===== config.mk =====
export PLATFORM = sky130hd
export DESIGN_NAME = trig_unit
export DESIGN_NICKNAME = d
export VERILOG_FILES = /design/src/rtl/trig_unit_pkg.sv /design/src/rtl/trig_cfg_regs.sv /design/src/rtl/trig_match.sv /design/src/rtl/trig_ctrl.sv /design/src/rtl/trig_unit.sv
export SDC_FILE = /design/constraint.sdc
export NUM_CORES = 1
export LEC_CHECK = 0
export BUFFER_PORTS_ARGS = -buffer_cell sky130_fd_sc_hd__buf_2
export CAP_MARGIN = 15
export CORE_ASPECT_RATIO = 2
export CORE_MARGIN = 3
export CORE_UTILIZATION = 50
export DETAILED_ROUTE_END_ITERATION = 8
export PLACE_DENSITY_LB_ADDON = 0.1
export REMOVE_ABC_BUFFERS = 1
export SLEW_MARGIN = 10
export SYNTH_ARGS = -nofsm -noshare
export SYNTH_HDL_FRONTEND = slang
export SYNTH_HIERARCHICAL = 1
export SYNTH_SLANG_ARGS = --single-unit

===== constraint.sdc =====
create_clock -name clk_i -period 2.8 [get_ports clk_i]
set_clock_uncertainty 0.15 [all_clocks]
set_input_delay 0.28 -clock clk_i [delete_from_list [all_inputs] [get_ports clk_i]]
set_output_delay 0.28 -clock clk_i [all_outputs]
set_load 0.03 [all_outputs]

===== src/rtl/trig_unit_pkg.sv =====
package trig_unit_pkg;
  localparam int CFG_W = 32;
  localparam int N_WORDS = 4;

  typedef enum logic [1:0] {
    SEL_CHAN_EN  = 2'd0,
    SEL_TRIG_EN  = 2'd1,
    SEL_LVL_MODE = 2'd2,
    SEL_POL      = 2'd3
  } cfg_sel_e;
endpackage


===== src/rtl/trig_cfg_regs.sv =====
module trig_cfg_regs
  import trig_unit_pkg::*;
#(
  parameter int NCH = 32
) (
  input  logic           clk_i,
  input  logic           rst_ni,
  input  logic           we_i,
  input  logic [1:0]     sel_i,
  input  logic [NCH-1:0] data_i,
  output logic [NCH-1:0] act_lvl_o,
  output logic [NCH-1:0] act_edge_o,
  output logic [NCH-1:0] pol_o,
  output logic           cfg_err_o
);
  logic [NCH-1:0] word_q [N_WORDS];

  for (genvar w = 0; w < N_WORDS; w++) begin : g_word
    always_ff @(posedge clk_i or negedge rst_ni) begin
      if (!rst_ni) word_q[w] <= '0;
      else if (we_i && (sel_i == w[1:0])) word_q[w] <= data_i;
    end
  end

  logic [NCH-1:0] active;
  assign active     = word_q[SEL_CHAN_EN] & word_q[SEL_TRIG_EN];
  assign act_lvl_o  = active & word_q[SEL_LVL_MODE];
  assign act_edge_o = active & ~word_q[SEL_LVL_MODE];
  assign pol_o      = word_q[SEL_POL];

  // more-than-one detector without a full adder tree
  always_comb begin
    logic seen;
    seen      = 1'b0;
    cfg_err_o = 1'b0;
    for (int i = 0; i < NCH; i++) begin
      if (act_edge_o[i]) begin
        if (seen) cfg_err_o = 1'b1;
        seen = 1'b1;
      end
    end
  end
endmodule


===== src/rtl/trig_match.sv =====
module trig_match #(
  parameter int NCH = 32
) (
  input  logic [NCH-1:0] smp_i,
  input  logic [NCH-1:0] prev_i,
  input  logic           prev_ok_i,
  input  logic [NCH-1:0] act_lvl_i,
  input  logic [NCH-1:0] act_edge_i,
  input  logic [NCH-1:0] pol_i,
  output logic           hit_o
);
  logic [NCH-1:0] ok;

  for (genvar i = 0; i < NCH; i++) begin : g_ch
    always_comb begin
      if (act_lvl_i[i])
        ok[i] = (smp_i[i] == pol_i[i]);
      else if (act_edge_i[i])
        ok[i] = prev_ok_i && (prev_i[i] == pol_i[i]) && (smp_i[i] != pol_i[i]);
      else
        ok[i] = 1'b1;
    end
  end

  assign hit_o = &ok;
endmodule


===== src/rtl/trig_ctrl.sv =====
module trig_ctrl #(
  parameter int NCH = 32
) (
  input  logic           clk_i,
  input  logic           rst_ni,
  input  logic           arm_i,
  input  logic           smp_vld_i,
  input  logic [NCH-1:0] smp_i,
  input  logic           hit_i,
  input  logic           cfg_err_i,
  output logic [NCH-1:0] prev_o,
  output logic           prev_ok_o,
  output logic           armed_o,
  output logic           trig_o
);
  logic take;
  assign take = armed_o && smp_vld_i && !arm_i;

  always_ff @(posedge clk_i or negedge rst_ni) begin
    if (!rst_ni) begin
      prev_o    <= '0;
      prev_ok_o <= 1'b0;
      armed_o   <= 1'b0;
      trig_o    <= 1'b0;
    end else begin
      trig_o <= 1'b0;
      if (arm_i) begin
        armed_o   <= 1'b1;
        prev_ok_o <= 1'b0;
      end else if (take) begin
        prev_o    <= smp_i;
        prev_ok_o <= 1'b1;
        if (hit_i && !cfg_err_i) begin
          armed_o <= 1'b0;
          trig_o  <= 1'b1;
        end
      end
    end
  end
endmodule


===== src/rtl/trig_unit.sv =====
module trig_unit
  import trig_unit_pkg::*;
#(
  parameter int NCH = 32
) (
  input  logic             clk_i,
  input  logic             rst_ni,
  input  logic             cfg_we_i,
  input  logic [1:0]       cfg_sel_i,
  input  logic [CFG_W-1:0] cfg_data_i,
  input  logic [NCH-1:0]   smp_i,
  input  logic             smp_vld_i,
  input  logic             arm_i,
  output logic             trig_o,
  output logic             armed_o,
  output logic             cfg_err_o
);
  logic [NCH-1:0] act_lvl, act_edge, pol, prev;
  logic           prev_ok, hit;

  trig_cfg_regs #(.NCH(NCH)) u_cfg (
    .clk_i      (clk_i),
    .rst_ni     (rst_ni),
    .we_i       (cfg_we_i),
    .sel_i      (cfg_sel_i),
    .data_i     (cfg_data_i[NCH-1:0]),
    .act_lvl_o  (act_lvl),
    .act_edge_o (act_edge),
    .pol_o      (pol),
    .cfg_err_o  (cfg_err_o)
  );

  trig_match #(.NCH(NCH)) u_match (
    .smp_i      (smp_i),
    .prev_i     (prev),
    .prev_ok_i  (prev_ok),
    .act_lvl_i  (act_lvl),
    .act_edge_i (act_edge),
    .pol_i      (pol),
    .hit_o      (hit)
  );

  trig_ctrl #(.NCH(NCH)) u_ctrl (
    .clk_i     (clk_i),
    .rst_ni    (rst_ni),
    .arm_i     (arm_i),
    .smp_vld_i (smp_vld_i),
    .smp_i     (smp_i),
    .hit_i     (hit),
    .cfg_err_i (cfg_err_o),
    .prev_o    (prev),
    .prev_ok_o (prev_ok),
    .armed_o   (armed_o),
    .trig_o    (trig_o)
  );
endmodule


==> summary.md <==
| Metric | Value |
|---|---|
| Hold Path Class | `in2reg` |
| Cells after synthesis | `just over 700` |
| FF-to-FF path depth | `11` |
| Power per Cell Area | `between 600 and 700 nW/µm²` |
| Post-synthesis simple-gate area fraction | `18.9%` |
| Non-filler cells, final | `~1100` |
| Seq/Total Area, Yosys | `46.7%` |
| F_max | `roughly 280 MHz` |
| Xor/xnor share of the synthesized area | `3.21%` |
| Int Power | `just over 5 mW` |
| Max FO, Critical Path | `4` |
| Initial Util | `51.6%` |
| CTS Buf Count | `17` |
| Clk_lat worst skew | `0.43 ns` |
| # DRC | `0` |
| Placed Cells | `968` |
| Drt total wl | `roughly 22 mm` |
| CP endpoint kind | `primary output` |
| Grt total ovfl | `0` |
| Synth Flop Type | `dfrtp_1` |
| Die X | `99.4 µm` |
| First-pass GRT wire length | `35.5 mm` |
| RSZ-0062 raised after global routing | `true` |
| DR pass1 iterations | `4` |
| Final min period | `roughly 3.6 ns` |
| Async S/R FF share, synth | `100%` |
| Synth area leaders | `dfrtp_1 47%, mux2_2 17%, mux2_4 5.0%` |
| Slowest cell on crit path | `or4_4` |
| HP Start | `cfg_data_i[3]` |
| NumNets Final | `roughly 900` |
| Req. time, crit path | `2.37 ns` |
| Layout cells sized above 1 | `38.4%` |
| Via count | `6183` |
| Max clock buf depth | `2` |
| Sw Share | `roughly 30%` |
| Placed cell area | `9320 µm²` |
| I/O pin count | `74` |
| Gr usage total | `24.3%` |
| Die Height | `193 µm` |
| Worst-path clk slew | `approximately 0.06 ns` |
| WP buf/inv | `2` |
| Synth Area in Adders | `0.702%` |
| Synth Area per Inst | `12.4 µm²` |
| Largest family of logic cells by synthesized area | `multiplexers` |
| TritonCTS clock tree | `done` |
| Top-area cell type share of the netlist area | `between 40 and 50%` |
| Commonest non-fill, non-tap cells in the layout | `163 x dfrtp_1, 131 x mux2_2, 71 x buf_2, 61 x dlygate4sd3_1, 37 x buf_4` |
| Crit-path cells | `and3b_1 > or4_4 > nor3_4 > buf_4 > o221ai_2 > a221oi_2 > nand2_1 > a211oi_2 > nand4b_1 > buf_6` |
| CP peak stage delay | `0.57 ns` |
| Area leader, netlist | `dfrtp_1` |
| RR Startpoint | `u_cfg/word_q[67]` |
| Die area | `around 19000 µm²` |
| WHS | `0.0105 ns` |
| Ant. Diodes | `0` |
| Post-Syn Area | `roughly 8700 µm²` |
| Hold EP | `u_cfg/pol_o[3]` |
| Combinational share of power | `25.4%` |
| Core Area | `16900 µm²` |
| Setup TNS | `-1.39 ns` |
| Ys Warns | `6` |
| DP Wirelength | `15.7 mm` |
| Worst Path Arrival | `between 3 and 4 ns` |
| Switch Pwr | `2.16 mW` |
| Part of the power in registers | `42.9%` |
| Routed vias/inst | `5.80` |
| Multi-input logic area | `4320 µm²` |
| Worst r2r dst | `u_ctrl/armed_o` |
| Total power | `between 7 and 8 mW` |
| Number of synthesized flops with an enable pin | `0` |
| Row count | `67` |
| H-tree levels | `4` |
| Worst-Margin Slew | `between 0.7 and 0.8 ns` |
| Vias in the first global route | `~6700` |
| Period utilization | `127%` |
| Relative slew slack | `50.4%` |
| Clk pwr share | `31.6%` |
| Slack of the critical path | `-0.764 ns` |
| Commonest non-fill, non-tap cell in the layout | `dfrtp_1` |
| Max-Cap Viols | `0` |
| Fin. max-slew vios | `0` |
| Final Hold Fails | `0` |
| Post-DR wirelength/cell | `21.0 µm` |
| Clk sinks | `163` |
| Compound-Gate Fraction of Synth Area | `under 10%` |
| Status | `finished, violations left` |
| Mux cell area share after synthesis | `21.9%` |
| Leakage | `4.83 nW` |
| Crit path launch type | `flip-flop` |
| Worst vdd ir | `roughly 0.00041 V` |
| Cell depth of the worst min-delay path | `2` |
| Largest net degree at the start of global routing | `70` |
| Initial antenna violation count | `0` |
| Filler instances | `approximately 1400` |
| Post-route cell area | `10600 µm²` |
| Post-synthesis cell type count | `51` |
| IO Port Bufs | `73` |
| Final setup viols | `3` |
| FF-to-FF setup slack | `-0.36 ns` |
| Initial detailed-routing violation count | `196` |
| Worst Setup Path Type | `reg2out` |
| Failing checks | `negative setup slack` |
| Family with the most delay on the worst path | `simple AND/OR/NAND/NOR gates` |
| Synthesis-stage register bit count | `roughly 160` |
| Area Growth Syn to Fin | `21.5%` |
| Post-DRT Antenna Nets | `0` |
| Routability congestion estimate | `0.838` |
| Reg area | `4080 µm²` |
| Root buffer cell | `clkbuf_16` |
==> per-stage QoR <==
stage	setup slack (ns)	utilization, %
2_1_floorplan	-0.596	-
3_3_place_gp	-0.332	55.0
3_5_place_dp	-0.516	55.0
4_1_cts	-0.744	62.6
5_1_grt	-0.920	62.6
6_report	-0.764	62.6
==> logic make-up after synthesis <==
family / count (synthesis)
XOR/XNOR: 32
AND/OR/NAND/NOR: 228
buffers and inverters: 60
AO/OA/AOI/OAI: 55
adder cells (fa/ha/maj): 6
flip-flops: 163
multiplexers: 160
==> worst max-delay path by stage <==
stage,startpoint,endpoint,depth (start not counted),slack [ns]
5_1_grt,u_cfg/word_q[99],cfg_err_o,10,-0.92
2_1_floorplan,cfg_sel_i[0],u_cfg/word_q[100],2,-0.60
3_5_place_dp,u_cfg/word_q[66],cfg_err_o,10,-0.52
4_1_cts,u_cfg/word_q[67],cfg_err_o,9,-0.74
6_report,u_cfg/word_q[67],cfg_err_o,10,-0.76
3_3_place_gp,u_cfg/word_q[66],cfg_err_o,9,-0.33
==> metal layers <==
| metal | up-vias | global-route usage, % | wire (µm) |
|---|---|---|---|
| met5 | - | 0 | 0 |
| met4 | 0 | 11.6 | 924 |
| met2 | 93 | 46.3 | 12500 |
| met1 | 3174 | 25.9 | 8520 |
| li1 | 2872 | - | - |
| met3 | 44 | 3.29 | 471 |
==> worst register-to-register path, cell delays in order (launching register included) <==
cell	delay, ns
dfrtp_1	0.39
and3b_1	0.18
or4_4	0.57
nor3_4	0.24
buf_4	0.17
o221ai_2	0.09
a221oi_2	0.22
nand2_1	0.13
a211oi_2	0.23
nand4b_1	0.26
nand3b_1	0.25
a21o_1	0.17
==> Yosys cell counts (18+ instances only) <==
| cell type | count |
|---|---|
| nand2_1 | 24 |
| dfrtp_1 | 163 |
| and3_1 | 32 |
| buf_4 | 34 |
| nand3b_1 | 27 |
| and3b_1 | 21 |
| mux2_2 | 131 |
| xor2_1 | 32 |
| nor3b_1 | 18 |
| nor2_1 | 25 |
| mux2_4 | 29 |
==> sequential cells by signal, indices dropped and copies added (netlist names) <==
register          count
u_ctrl/prev_o        32
u_cfg/word_q         96
u_ctrl/prev_ok_o      1
u_ctrl/armed_o        1
u_cfg/pol_o          32
u_ctrl/trig_o         1
==> cell type report <==
cell class / instances / area share, %
repair buffers: 175 / 12.6
clock buffers: 17 / 4.01
inverters: 8 / 0.283
well taps: 207 / 2.44
multi-input cells: 481 / 40.7
flip-flops and latches: 163 / 38.5
clock inverters: 15 / 1.49
==> timing repair <==
action                                  4_1_cts  5_1_grt
hold buffers                                 61        0
hold endpoints to repair                    200        0
pin swaps                                    12        1
endpoints found under the setup margin        3        3
setup buffers                                 4        1
resized for setup                            12        1
==> power groups by stage <==
stage          Combinational, mW  Clock [mW]  Sequential (mW)
2_1_floorplan               1.10           0             3.06
3_3_place_gp                1.63           0             3.10
3_5_place_dp                1.69           0             3.15
4_1_cts                     1.84        2.36             3.11
5_1_grt                     2.00        2.44             3.18
6_report                    1.85        2.30             3.12
Power figures use the tool's default switching activity.
